### config.mk
export PLATFORM = sky130hd
export DESIGN_NAME = sar_conv_ctrl
export DESIGN_NICKNAME = d
export VERILOG_FILES = /design/src/rtl/sar_conv_ctrl.sv
export SDC_FILE = /design/constraint.sdc
export NUM_CORES = 1
export LEC_CHECK = 0
export ABC_CLOCK_PERIOD_IN_PS = 4010
export BUFFER_PORTS_ARGS = -buffer_cell sky130_fd_sc_hd__buf_4
export CORE_UTILIZATION = 25
export DETAILED_ROUTE_END_ITERATION = 10
export SLEW_MARGIN = 20
export SYNTH_ARGS = -nofsm -noshare
export SYNTH_HDL_FRONTEND = slang
export SYNTH_SLANG_ARGS = --single-unit
export TNS_END_PERCENT = 10
### constraint.sdc
create_clock -name clk -period 4.01 [get_ports clk]
set_input_delay 1.203 -clock clk [delete_from_list [all_inputs] [get_ports clk]]
set_output_delay 1.203 -clock clk [all_outputs]
set_load 0.01 [all_outputs]
### src/rtl/sar_conv_ctrl.sv
module sar_conv_ctrl #(
  parameter int W = 10
) (
  input  logic         clk,
  input  logic         rst_n,
  input  logic         enable,
  input  logic [2:0]   start_sel,
  input  logic         sw_start,
  input  logic         tmr0_ovf,
  input  logic         tmr1_ovf,
  input  logic         tmr2_ovf,
  input  logic         tmr3_ovf,
  input  logic         ext_cnv,
  input  logic         cmp_hi,
  input  logic [W-1:0] gt_thr,
  input  logic [W-1:0] lt_thr,
  input  logic         win_clr,
  output logic [W-1:0] dac_code,
  output logic [W-1:0] result,
  output logic         busy,
  output logic         done,
  output logic         win_flag
);
  localparam int IW = $clog2(W);
  localparam logic [W-1:0] TOP = {1'b1, {(W-1){1'b0}}};

  logic         sync1, sync2, ext_prev;
  logic         loading;
  logic [IW-1:0] idx;
  logic [W-1:0] trial, nxt;
  logic         trig, last, win_hit;

  wire ext_rise = sync2 & ~ext_prev;

  always_comb begin
    case (start_sel)
      3'b000:  trig = sw_start;
      3'b001:  trig = tmr0_ovf;
      3'b010:  trig = tmr2_ovf;
      3'b011:  trig = tmr1_ovf;
      3'b100:  trig = ext_rise;
      3'b101:  trig = tmr3_ovf;
      default: trig = 1'b0;
    endcase
  end

  always_comb begin
    nxt = trial;
    if (!cmp_hi) nxt[idx] = 1'b0;
    if (idx != '0) nxt[idx - 1'b1] = 1'b1;
  end

  assign last    = enable && busy && !loading && (idx == '0);
  assign win_hit = last && ((nxt < lt_thr) || (nxt > gt_thr));
  assign dac_code = trial;

  always_ff @(posedge clk or negedge rst_n) begin
    if (!rst_n) begin
      sync1    <= 1'b0;
      sync2    <= 1'b0;
      ext_prev <= 1'b0;
    end else begin
      sync1    <= ext_cnv;
      sync2    <= sync1;
      ext_prev <= sync2;
    end
  end

  always_ff @(posedge clk or negedge rst_n) begin
    if (!rst_n) begin
      busy    <= 1'b0;
      loading <= 1'b0;
      done    <= 1'b0;
      idx     <= '0;
      trial   <= '0;
      result  <= '0;
    end else begin
      done <= 1'b0;
      if (!enable) begin
        busy    <= 1'b0;
        loading <= 1'b0;
      end else if (!busy) begin
        if (trig) begin
          busy    <= 1'b1;
          loading <= 1'b1;
          trial   <= '0;
        end
      end else if (loading) begin
        loading <= 1'b0;
        trial   <= TOP;
        idx     <= IW'(W - 1);
      end else begin
        trial <= nxt;
        if (idx == '0) begin
          result <= nxt;
          done   <= 1'b1;
          busy   <= 1'b0;
        end else begin
          idx <= idx - 1'b1;
        end
      end
    end
  end

  always_ff @(posedge clk or negedge rst_n) begin
    if (!rst_n)       win_flag <= 1'b0;
    else if (win_hit) win_flag <= 1'b1;
    else if (win_clr) win_flag <= 1'b0;
  end
endmodule

==> qor.csv, run 1 <==
metric,value,unit
io_pins,57,
grt_max_degree,32,
diodes,0,
netlist_area,2066,um2
end_kind,flop,
max_freq,318.1,MHz
cts_made_buffers,5,
p_int,0.8372,mW
drv_slew,0,
max_cap_violations,0,
core,7848,um2
synth_nets,274,
post_cts_resize_count,0,
fin_area,2651,um2
startpoint,idx[0],
fin_total_pwr,1.461,mW
die_y,92.90,um
worst-r2r-setup-slack,0.87,ns
cp-start-kind,flop,
skew,0.007309,ns
reg2reg_from,idx[0],
globalplace.congestion,0.9051,
crit_type,flop to flop,
period_needed,3.144,ns
max_slew_margin,41.67,%
fill_cells,837,
p_leak,1.353,nW
cts_setup_buffers,0,
final_cell_mix,"buf_4 (56), dfrtp_1 (31), inv_1 (27), ha_1 (24), nand2_1 (21)",
grt_use_total,13.00,%
final_cells,376,
placed_cells_incl_taps,368,
ys_warn_count,0,
clock-root-buffer,clkbuf_8,
firstDrtPassIters,5,
tns,0,ns
status,completed,
grt-ovfl-total,0,
routed-via-count,1800,
fp-row-count,32,
swShare,42.68,%
grt_pass1_wl,8790,um
placed_area,2566,um2
ir_drop,0.0002760,V
wl,5402,um
start_util,26.32,%
die_area,8630,um2
setup_violations,0,
pwr-share-clk,16.3,%
worst-path-max-fanout,17,
htree_levels,2,
min_from,sync1,
grt_pass1_vias,1765,
syn_avg_cell_area,9.564,um2
synthTopCellsByArea,"dfrtp_1 (38%), ha_1 (15%), inv_1 (4.9%)",
drt_iter0_markers,188,
post-route-period-util,78.41,%
synthToLayoutAreaGrowth,28.35,%
p_switching,0.6235,mW
hp-class,flop to flop,
yosys_register_bits,31,
asyncSetResetFlopFracSynth,100.0,%
vias_per_cell,4.787,
grt_antenna_before_repair,0,
synth_ff_type,dfrtp_1,
cts.sinks,31,
yosys.cell_types.count,43,
ctsHoldBuffers,0,
worst_ep_required_time,4.21,ns
rsz0062_at_grt,false,
synth_top_area_share,37.55,%
pwr-share-comb,50.6,%
synth_edf_count,0,
hold_violations,0,
fp.dieW,92.90,um
fin_util,33.79,%
final_antenna_net_count,0,
wire_per_inst,14.37,um
netlist_instances,216,
cts_buffer_depth,2,
tightest_slew,0.8698,ns
clk_pin_slew,0.07,ns
power.share.sequential,33.1,%
crit_arrival,3.34,ns
fin_nets,331,
final_common_cell,buf_4,
drive_above_1_share,29.20,%
cts_tree,built,
place_hpwl,4253,um
clk_latency,0.28,ns
port-buffer-count,56,
drc_errors,0,
synth_top_cell_by_area,dfrtp_1,
ys_seq_area_share,37.55,%
cellPowerDensity,550.9,nW/um2
-- state kept, by name (all words and copies together) (netlist names) --
name      count
dac_code     10
result       10
idx           4
busy          1
done          1
ext_prev      1
loading       1
sync1         1
sync2         1
win_flag      1
-- synth_stat cells (3+ instances only) --
library cell  number
and3_1             3
a22o_1             6
a32o_1             5
mux2_2             7
nand2b_1           3
o211ai_1           4
a21oi_1           14
nor2_1            10
nor2b_1            5
dfrtp_1           31
inv_1             27
nand2_1           21
o21ai_0           14
nand3_1            5
ha_1              24
-- layout make-up --
| class | instances | area [um2] | area share, % |
|---|---|---|---|
| clock buffers | 6 | 72.57 | 2.737 |
| clock inverters | 2 | 12.51 | 0.4719 |
| inverters | 27 | 101.3 | 3.823 |
| multi-input cells | 152 | 1141 | 43.04 |
| flip-flops and latches | 31 | 775.7 | 29.26 |
| well taps | 102 | 127.6 | 4.814 |
| repair buffers | 56 | 420.4 | 15.86 |
-- power groups by stage --
stage / clock network (mW) / registers, mW / logic [mW]
2_1_floorplan: 0 / 0.479 / 0.487
3_3_place_gp: 0 / 0.486 / 0.726
3_5_place_dp: 0 / 0.488 / 0.741
4_1_cts: 0.247 / 0.483 / 0.744
5_1_grt: 0.262 / 0.495 / 0.831
6_report: 0.238 / 0.483 / 0.739
-- stage by stage --
stage          setup slack (ns)  hold WS [ns]
2_1_floorplan             1.175        0.3312
3_3_place_gp             0.7962        0.3354
3_5_place_dp             0.7688        0.3397
4_1_cts                  0.8450        0.3562
5_1_grt                  0.6066        0.3581
6_report                 0.8659        0.3530
-- metal layers --
metal | vias up | part of all wire (%) | track usage [%]
li1 | 886 | - | -
met1 | 849 | 47 | 18.00
met2 | 55 | 45 | 19.49
met3 | 10 | 5.3 | 3.120
met4 | 0 | 2.4 | 4.744
met5 | - | 0 | 0
-- kinds of logic (layout without fill, tap and decap cells) --
family                     after synthesis  after routing  share of synthesized area [%]
AOI/OAI and AO/OA                       59             59                          20.72
adders and majority gates               24             24                          14.54
buffers and inverters                   33             91                          7.208
DFF                                     31             31                          37.55
muxes                                    8              8                          4.906
and+or+nand+nor                         61             61                          15.08
-- worst max-delay path, stage by stage, from the launching register on --
cell and delay, ns:
dfrtp_1 0.46, inv_1 0.13, ha_1 0.20, or3b_1 0.64
a32o_1 0.44, ha_1 0.31, a21oi_1 0.12, o21ai_0 0.13
a2111oi_2 0.37, nand2_1 0.11, o221ai_2 0.16
-- final timing paths --
check,endpoint,cells after the start
worst max-delay path,win_flag,10
worst min-delay path,sync2,0
worst max register to register,win_flag,10
worst min register to register,sync2,0
max in group asynchronous,dac_code[3],1
min in group asynchronous,sync1,1
No activity file was read; power rests on OpenSTA's default activity.
==> run 2: changes to the inputs <==
--- a/config.mk
+++ b/config.mk
@@ -5,7 +5,8 @@
 export SDC_FILE = /design/constraint.sdc
 export NUM_CORES = 1
 export LEC_CHECK = 0
-export ABC_CLOCK_PERIOD_IN_PS = 4010
+export ABC_AREA = 1
+export ABC_CLOCK_PERIOD_IN_PS = 3050
 export BUFFER_PORTS_ARGS = -buffer_cell sky130_fd_sc_hd__buf_4
 export CORE_UTILIZATION = 25
 export DETAILED_ROUTE_END_ITERATION = 10
==> constraint.sdc (replaced) <==
create_clock -name clk -period 3.05 [get_ports clk]
set_input_delay 0.915 -clock clk [delete_from_list [all_inputs] [get_ports clk]]
set_output_delay 0.915 -clock clk [all_outputs]
set_load 0.01 [all_outputs]
==> qor.csv, run 2 <==
metric,value,unit,change
synth_top_area_share,38.51,%,was 37.55%
grt_pass1_wl,8556,um,was 8790 um
cts_made_buffers,5,,unchanged
place_hpwl,4232,um,was 4253 um
synth_nets,316,,was 274
grt-ovfl-total,0,,unchanged
routed-via-count,1925,,was 1800
crit_arrival,2.96,ns,was 3.34 ns
fin_total_pwr,1.853,mW,was 1.461 mW
grt_use_total,12.90,%,was 13.00%
fill_cells,834,,was 837
hold_ws,0.3481,ns,was 0.3530 ns
p_int,1.086,mW,was 0.8372 mW
p_switching,0.7675,mW,was 0.6235 mW
port-buffer-count,56,,unchanged
final_cells,423,,was 376
tightest_slew,0.6345,ns,was 0.8698 ns
io_pins,57,,unchanged
grt_antenna_before_repair,0,,unchanged
pwr-share-comb,47.5,%,was 50.6%
yosys_register_bits,31,,unchanged
tns,0,ns,unchanged
fp-row-count,32,,unchanged
clk_pin_slew,0.06,ns,was 0.07 ns
max_freq,358.5,MHz,was 318.1 MHz
end_kind,flop,,unchanged
status,completed,,unchanged
synth_top_cell_by_area,dfrtp_1,,unchanged
netlist_instances,258,,was 216
fin_area,2675,um2,was 2651 um2
drive_above_1_share,25.23,%,was 29.20%
drc_errors,0,,unchanged
diodes,0,,unchanged
drv_slew,0,,unchanged
max_slew_margin,57.25,%,was 41.67%
p_leak,1.492,nW,was 1.353 nW
layout_setup_ws,0.2608,ns,was 0.8659 ns
period_needed,2.789,ns,was 3.144 ns
synthToLayoutAreaGrowth,32.80,%,was 28.35%
firstDrtPassIters,4,,was 5
post-route-period-util,91.45,%,was 78.41%
grt_pass1_vias,1838,,was 1765
fin_nets,378,,was 331
netlist_area,2014,um2,was 2066 um2
power.share.sequential,30.3,%,was 33.1%
setup_violations,0,,unchanged
skew,0.005072,ns,was 0.007309 ns
synth_ff_type,dfrtp_1,,unchanged
cts.sinks,31,,unchanged
ys_seq_area_share,38.51,%,was 37.55%
core,7767,um2,was 7848 um2
max_cap_violations,0,,unchanged
clock-root-buffer,clkbuf_8,,unchanged
globalplace.congestion,0.9772,,was 0.9051
synth_edf_count,0,,unchanged
cellPowerDensity,692.8,nW/um2,was 550.9 nW/um2
yosys.cell_types.count,28,,was 43
grt_max_degree,32,,unchanged
wl,5211,um,was 5402 um
hold_violations,0,,unchanged
cts_buffer_depth,2,,unchanged
crit_type,flop to flop,,unchanged
yosysMostFrequentCell,nand2_1,,was dfrtp_1
rsz0062_at_grt,false,,unchanged
swShare,41.41,%,was 42.68%
fin_util,34.44,%,was 33.79%
htree_levels,2,,unchanged
pre_cts_slack,0.3125,ns,was 0.7688 ns
cts_setup_buffers,0,,unchanged
final_antenna_net_count,0,,unchanged
ctsHoldBuffers,0,,unchanged
final_cell_mix,"nand2_1 (68), buf_4 (59), inv_1 (40), dfrtp_1 (31), ha_1 (24)",,"was buf_4 (56), dfrtp_1 (31), inv_1 (27), ha_1 (24), nand2_1 (21)"
vias_per_cell,4.551,,was 4.787
post_cts_resize_count,0,,unchanged
fp.dieW,91.77,um,was 92.90 um
pwr-share-clk,22.2,%,was 16.3%
start_util,25.93,%,was 26.32%
syn_avg_cell_area,7.808,um2,was 9.564 um2
die_area,8421,um2,was 8630 um2
asyncSetResetFlopFracSynth,100.0,%,unchanged
hp-class,flop to flop,,unchanged
wire_per_inst,12.32,um,was 14.37 um
synthTopCellsByArea,"dfrtp_1 (39%), ha_1 (15%), nand2_1 (13%)",,"was dfrtp_1 (38%), ha_1 (15%), inv_1 (4.9%)"
cp-start-kind,flop,,unchanged
final_common_cell,nand2_1,,was buf_4
placed_cells_incl_taps,415,,was 368
die_y,91.77,um,was 92.90 um
ys_top_cells_by_count,"nand2_1 (68), inv_1 (40), dfrtp_1 (31)",,"was dfrtp_1 (31), inv_1 (27), ha_1 (24)"
clk_latency,0.28,ns,about the same
worst-path-max-fanout,5,,was 17
cts_tree,built,,unchanged
worst_ep_required_time,3.22,ns,was 4.21 ns
drt_iter0_markers,125,,was 188
ys_warn_count,0,,unchanged
placed_area,2557,um2,was 2566 um2
ir_drop,0.0002057,V,was 0.0002760 V
## run 2: cell count changes in the layout (fill, tap and decap cells not counted), sizes merged, moves of 6 or more
cell / delta
inv: +16
a22o: -6
o21ai: +22
nand3: +9
mux2: -7
nand2: +49
## run 2: cell type report
cell class              instances  area, um2  share of cell area (%)
multi-input cells             180       1050                   39.24
flip-flops and latches         31      775.7                   29.00
repair buffers                 59      442.9                   16.56
inverters                      43      161.4                   6.034
well taps                     102      127.6                   4.771
clock buffers                   6      82.58                   3.087
clock inverters                 2      35.03                   1.310
## run 2: cells by family after synthesis
kind of cell / Yosys count / share of synthesized area (%)
AOI/OAI and AO/OA: 54 / 15.09
adders and majority gates: 24 / 14.91
buffers and inverters: 47 / 9.378
DFF: 31 / 38.51
and+or+nand+nor: 102 / 22.11
## run 2: power by group through the flow
stage	clock network [mW]	logic (mW)	registers, mW
after floorplan	0	0.572	0.573
after global placement	0	0.869	0.566
after detailed placement	0	0.878	0.569
after CTS	0.423	0.882	0.561
after global routing	0.437	0.999	0.572
final	0.411	0.881	0.561
## run 2: worst max-delay path, stage by stage (launching register included)
cell and delay [ns]:
dfrtp_1 0.40, inv_1 0.12, ha_1 0.22, inv_1 0.12
nand2_1 0.08, nand2_2 0.09, nand2_1 0.08, o21ai_0 0.52
ha_1 0.38, nand4_1 0.10, inv_1 0.07, o211ai_1 0.09
o2111ai_1 0.12, o21ai_0 0.11, nand2_1 0.08, nand2_1 0.06
nand2_1 0.04
## run 2: worst paths after layout
kind	start	end	slack [ns]	depth (start not counted)
worst max-delay path	idx[0]	win_flag	0.26	16
worst min-delay path	sync1	sync2	0.35	0
worst max register to register	idx[0]	win_flag	0.26	16
worst min register to register	sync1	sync2	0.35	0
max in group asynchronous	rst_n	ext_prev	2.20	1
min in group asynchronous	rst_n	result[0]	0.56	1
## run 2: routing by layer
metal	part of all wire [%]	vias to the layer above	wire, um	track usage [%]
met1	45	878	2330	16.09
li1	-	971	-	-
met4	1.3	0	66	2.995
met2	48	70	2493	21.99
met5	0	-	0	0
met3	6.2	6	322	3.731
==> run 3: changes to the inputs <==
--- a/config.mk
+++ b/config.mk
@@ -10,6 +10,8 @@
 export BUFFER_PORTS_ARGS = -buffer_cell sky130_fd_sc_hd__buf_4
 export CORE_UTILIZATION = 25
 export DETAILED_ROUTE_END_ITERATION = 10
+export PLACE_DENSITY = 0.5
+export SKIP_LAST_GASP = 1
 export SLEW_MARGIN = 20
 export SYNTH_ARGS = -nofsm -noshare
 export SYNTH_HDL_FRONTEND = slang
==> qor.csv, run 3 (synthesis gave the netlist of run 2 again) <==
metric,value,unit,change
fin_util,34.44,%,unchanged
grt_use_total,14.10,%,was 12.90%
start_util,25.93,%,unchanged
cts_tree,built,,unchanged
cts.sinks,31,,unchanged
power.share.sequential,29.8,%,was 30.3%
vias_per_cell,4.423,,was 4.551
port-buffer-count,56,,unchanged
pwr-share-comb,48.0,%,was 47.5%
max_freq,378.2,MHz,was 358.5 MHz
die_area,8421,um2,unchanged
reg2reg_depth,17,,was 16
skew,0.007802,ns,was 0.005072 ns
register_area,775.7,um2,unchanged
clk_pin_slew,0.07,ns,was 0.06 ns
die_y,91.77,um,unchanged
p_int,1.087,mW,was 1.086 mW
firstDrtPassIters,4,,unchanged
final_common_cell,nand2_1,,unchanged
cellPowerDensity,702.8,nW/um2,was 692.8 nW/um2
post-route-period-util,86.69,%,was 91.45%
drv_slew,0,,unchanged
cts_made_buffers,5,,unchanged
rsz0062_at_grt,false,,unchanged
ctsHoldBuffers,0,,unchanged
clock-root-buffer,clkbuf_8,,unchanged
min_from,sync1,,unchanged
io_pins,57,,unchanged
globalplace.congestion,0.9462,,was 0.9772
wire_per_inst,12.74,um,was 12.32 um
multiInputGateArea,1050,um2,unchanged
grt-ovfl-total,0,,unchanged
wl,5388,um,was 5211 um
grt_pass1_vias,1944,,was 1838
swShare,42.21,%,was 41.41%
worst_ep_required_time,3.23,ns,was 3.22 ns
max_cap_violations,0,,unchanged
ir_drop,0.0003526,V,was 0.0002057 V
period_needed,2.644,ns,was 2.789 ns
pwr-share-clk,22.2,%,about the same
setup_violations,0,,unchanged
routed-via-count,1871,,was 1925
p_leak,1.492,nW,about the same
startpoint,idx[0],,unchanged
diodes,0,,unchanged
cts_buffer_depth,2,,unchanged
hold_violations,0,,unchanged
htree_levels,2,,unchanged
drc_errors,0,,unchanged
synthToLayoutAreaGrowth,32.80,%,unchanged
drt_iter0_markers,43,,was 125
grt_max_degree,32,,unchanged
core,7767,um2,unchanged
clk_latency,0.28,ns,about the same
grt_pass1_wl,9315,um,was 8556 um
place_hpwl,4327,um,was 4232 um
reg2reg_from,idx[0],,unchanged
fin_nets,378,,unchanged
final_antenna_net_count,0,,unchanged
crit_type,flop to flop,,unchanged
worst-path-max-fanout,5,,unchanged
worstHoldPathCells,0,,unchanged
fill_cells,852,,was 834
tightest_slew,0.4800,ns,was 0.6345 ns
max_slew_margin,67.78,%,was 57.25%
fin_total_pwr,1.880,mW,was 1.853 mW
fp-row-count,32,,unchanged
p_switching,0.7935,mW,was 0.7675 mW
cp-start-kind,flop,,unchanged
crit_arrival,2.82,ns,was 2.96 ns
final_cell_mix,"nand2_1 (68), buf_4 (59), inv_1 (40), dfrtp_1 (31), ha_1 (24)",,unchanged
end_kind,flop,,unchanged
hp-class,flop to flop,,unchanged
fp.dieW,91.77,um,unchanged
status,completed,,unchanged
grt_antenna_before_repair,0,,unchanged
tns,0,ns,unchanged
drive_above_1_share,25.23,%,unchanged
-- run 3: cell count changes in the layout (fill, tap and decap cells not counted) --
cell | before | now
o21ai_0 | 20 | 19
o21ai_1 | 13 | 14
-- run 3: repair_timing --
action | in CTS | in global routing
hold endpoints to repair | 0 | 0
endpoints found under the setup margin | 0 | 1
gates resized for setup | 0 | 1
buffers inserted | 0 | 0
-- run 3: through the flow --
step	hold slack [ns]	area, um2	instances	worst slack (ns)
final	0.3499	2675	423	0.4060
after floorplan	0.3312	2014	258	0.7318
after global routing	0.3730	2675	423	0.1047
after CTS	0.3528	2675	423	0.2761
after detailed placement	0.3371	2557	415	0.2683
after global placement	0.3333	2557	415	0.3799
-- run 3: metal layers --
| metal | share of wire (%) | vias up | track usage, % |
|---|---|---|---|
| li1 | - | 965 | - |
| met1 | 45 | 841 | 17.76 |
| met5 | 0 | - | 0 |
| met2 | 46 | 49 | 23.12 |
| met4 | 3.0 | 0 | 5.078 |
| met3 | 5.7 | 16 | 3.814 |
-- run 3: final timing paths --
kind,to,slack (ns)
worst max-delay path,win_flag,0.41
worst min-delay path,sync2,0.35
worst max register to register,win_flag,0.41
worst min register to register,sync2,0.35
max in group asynchronous,idx[3],2.20
min in group asynchronous,win_flag,0.55
-- run 3: critical path: stages, from the launching register on --
cell and delay (ns):
dfrtp_1 0.42, inv_1 0.15, ha_1 0.18, inv_1 0.08, nand2_1 0.08, nand2_2 0.08
inv_2 0.07, nand3_2 0.12, o21ai_1 0.39, ha_1 0.33, a21oi_1 0.13, o21ai_0 0.10
nand2_1 0.07, o2111ai_1 0.10, o21ai_0 0.09, nand2_1 0.07, nand2_1 0.05, nand2_1 0.04
-- run 3: power by group through the flow --
stage	logic, mW	clock network, mW	registers [mW]
detailed placement	0.900	0	0.570
global route	1.04	0.446	0.574
floorplan	0.572	0	0.573
global placement	0.892	0	0.567
CTS	0.903	0.423	0.562
finish	0.902	0.418	0.560
-- run 3: final cells by class --
class / count / share of cell area (%)
clock buffers: 6 / 3.087
clock inverters: 2 / 1.310
inverters: 43 / 6.034
multi-input cells: 180 / 39.24
flip-flops and latches: 31 / 29.00
well taps: 102 / 4.771
repair buffers: 59 / 16.56
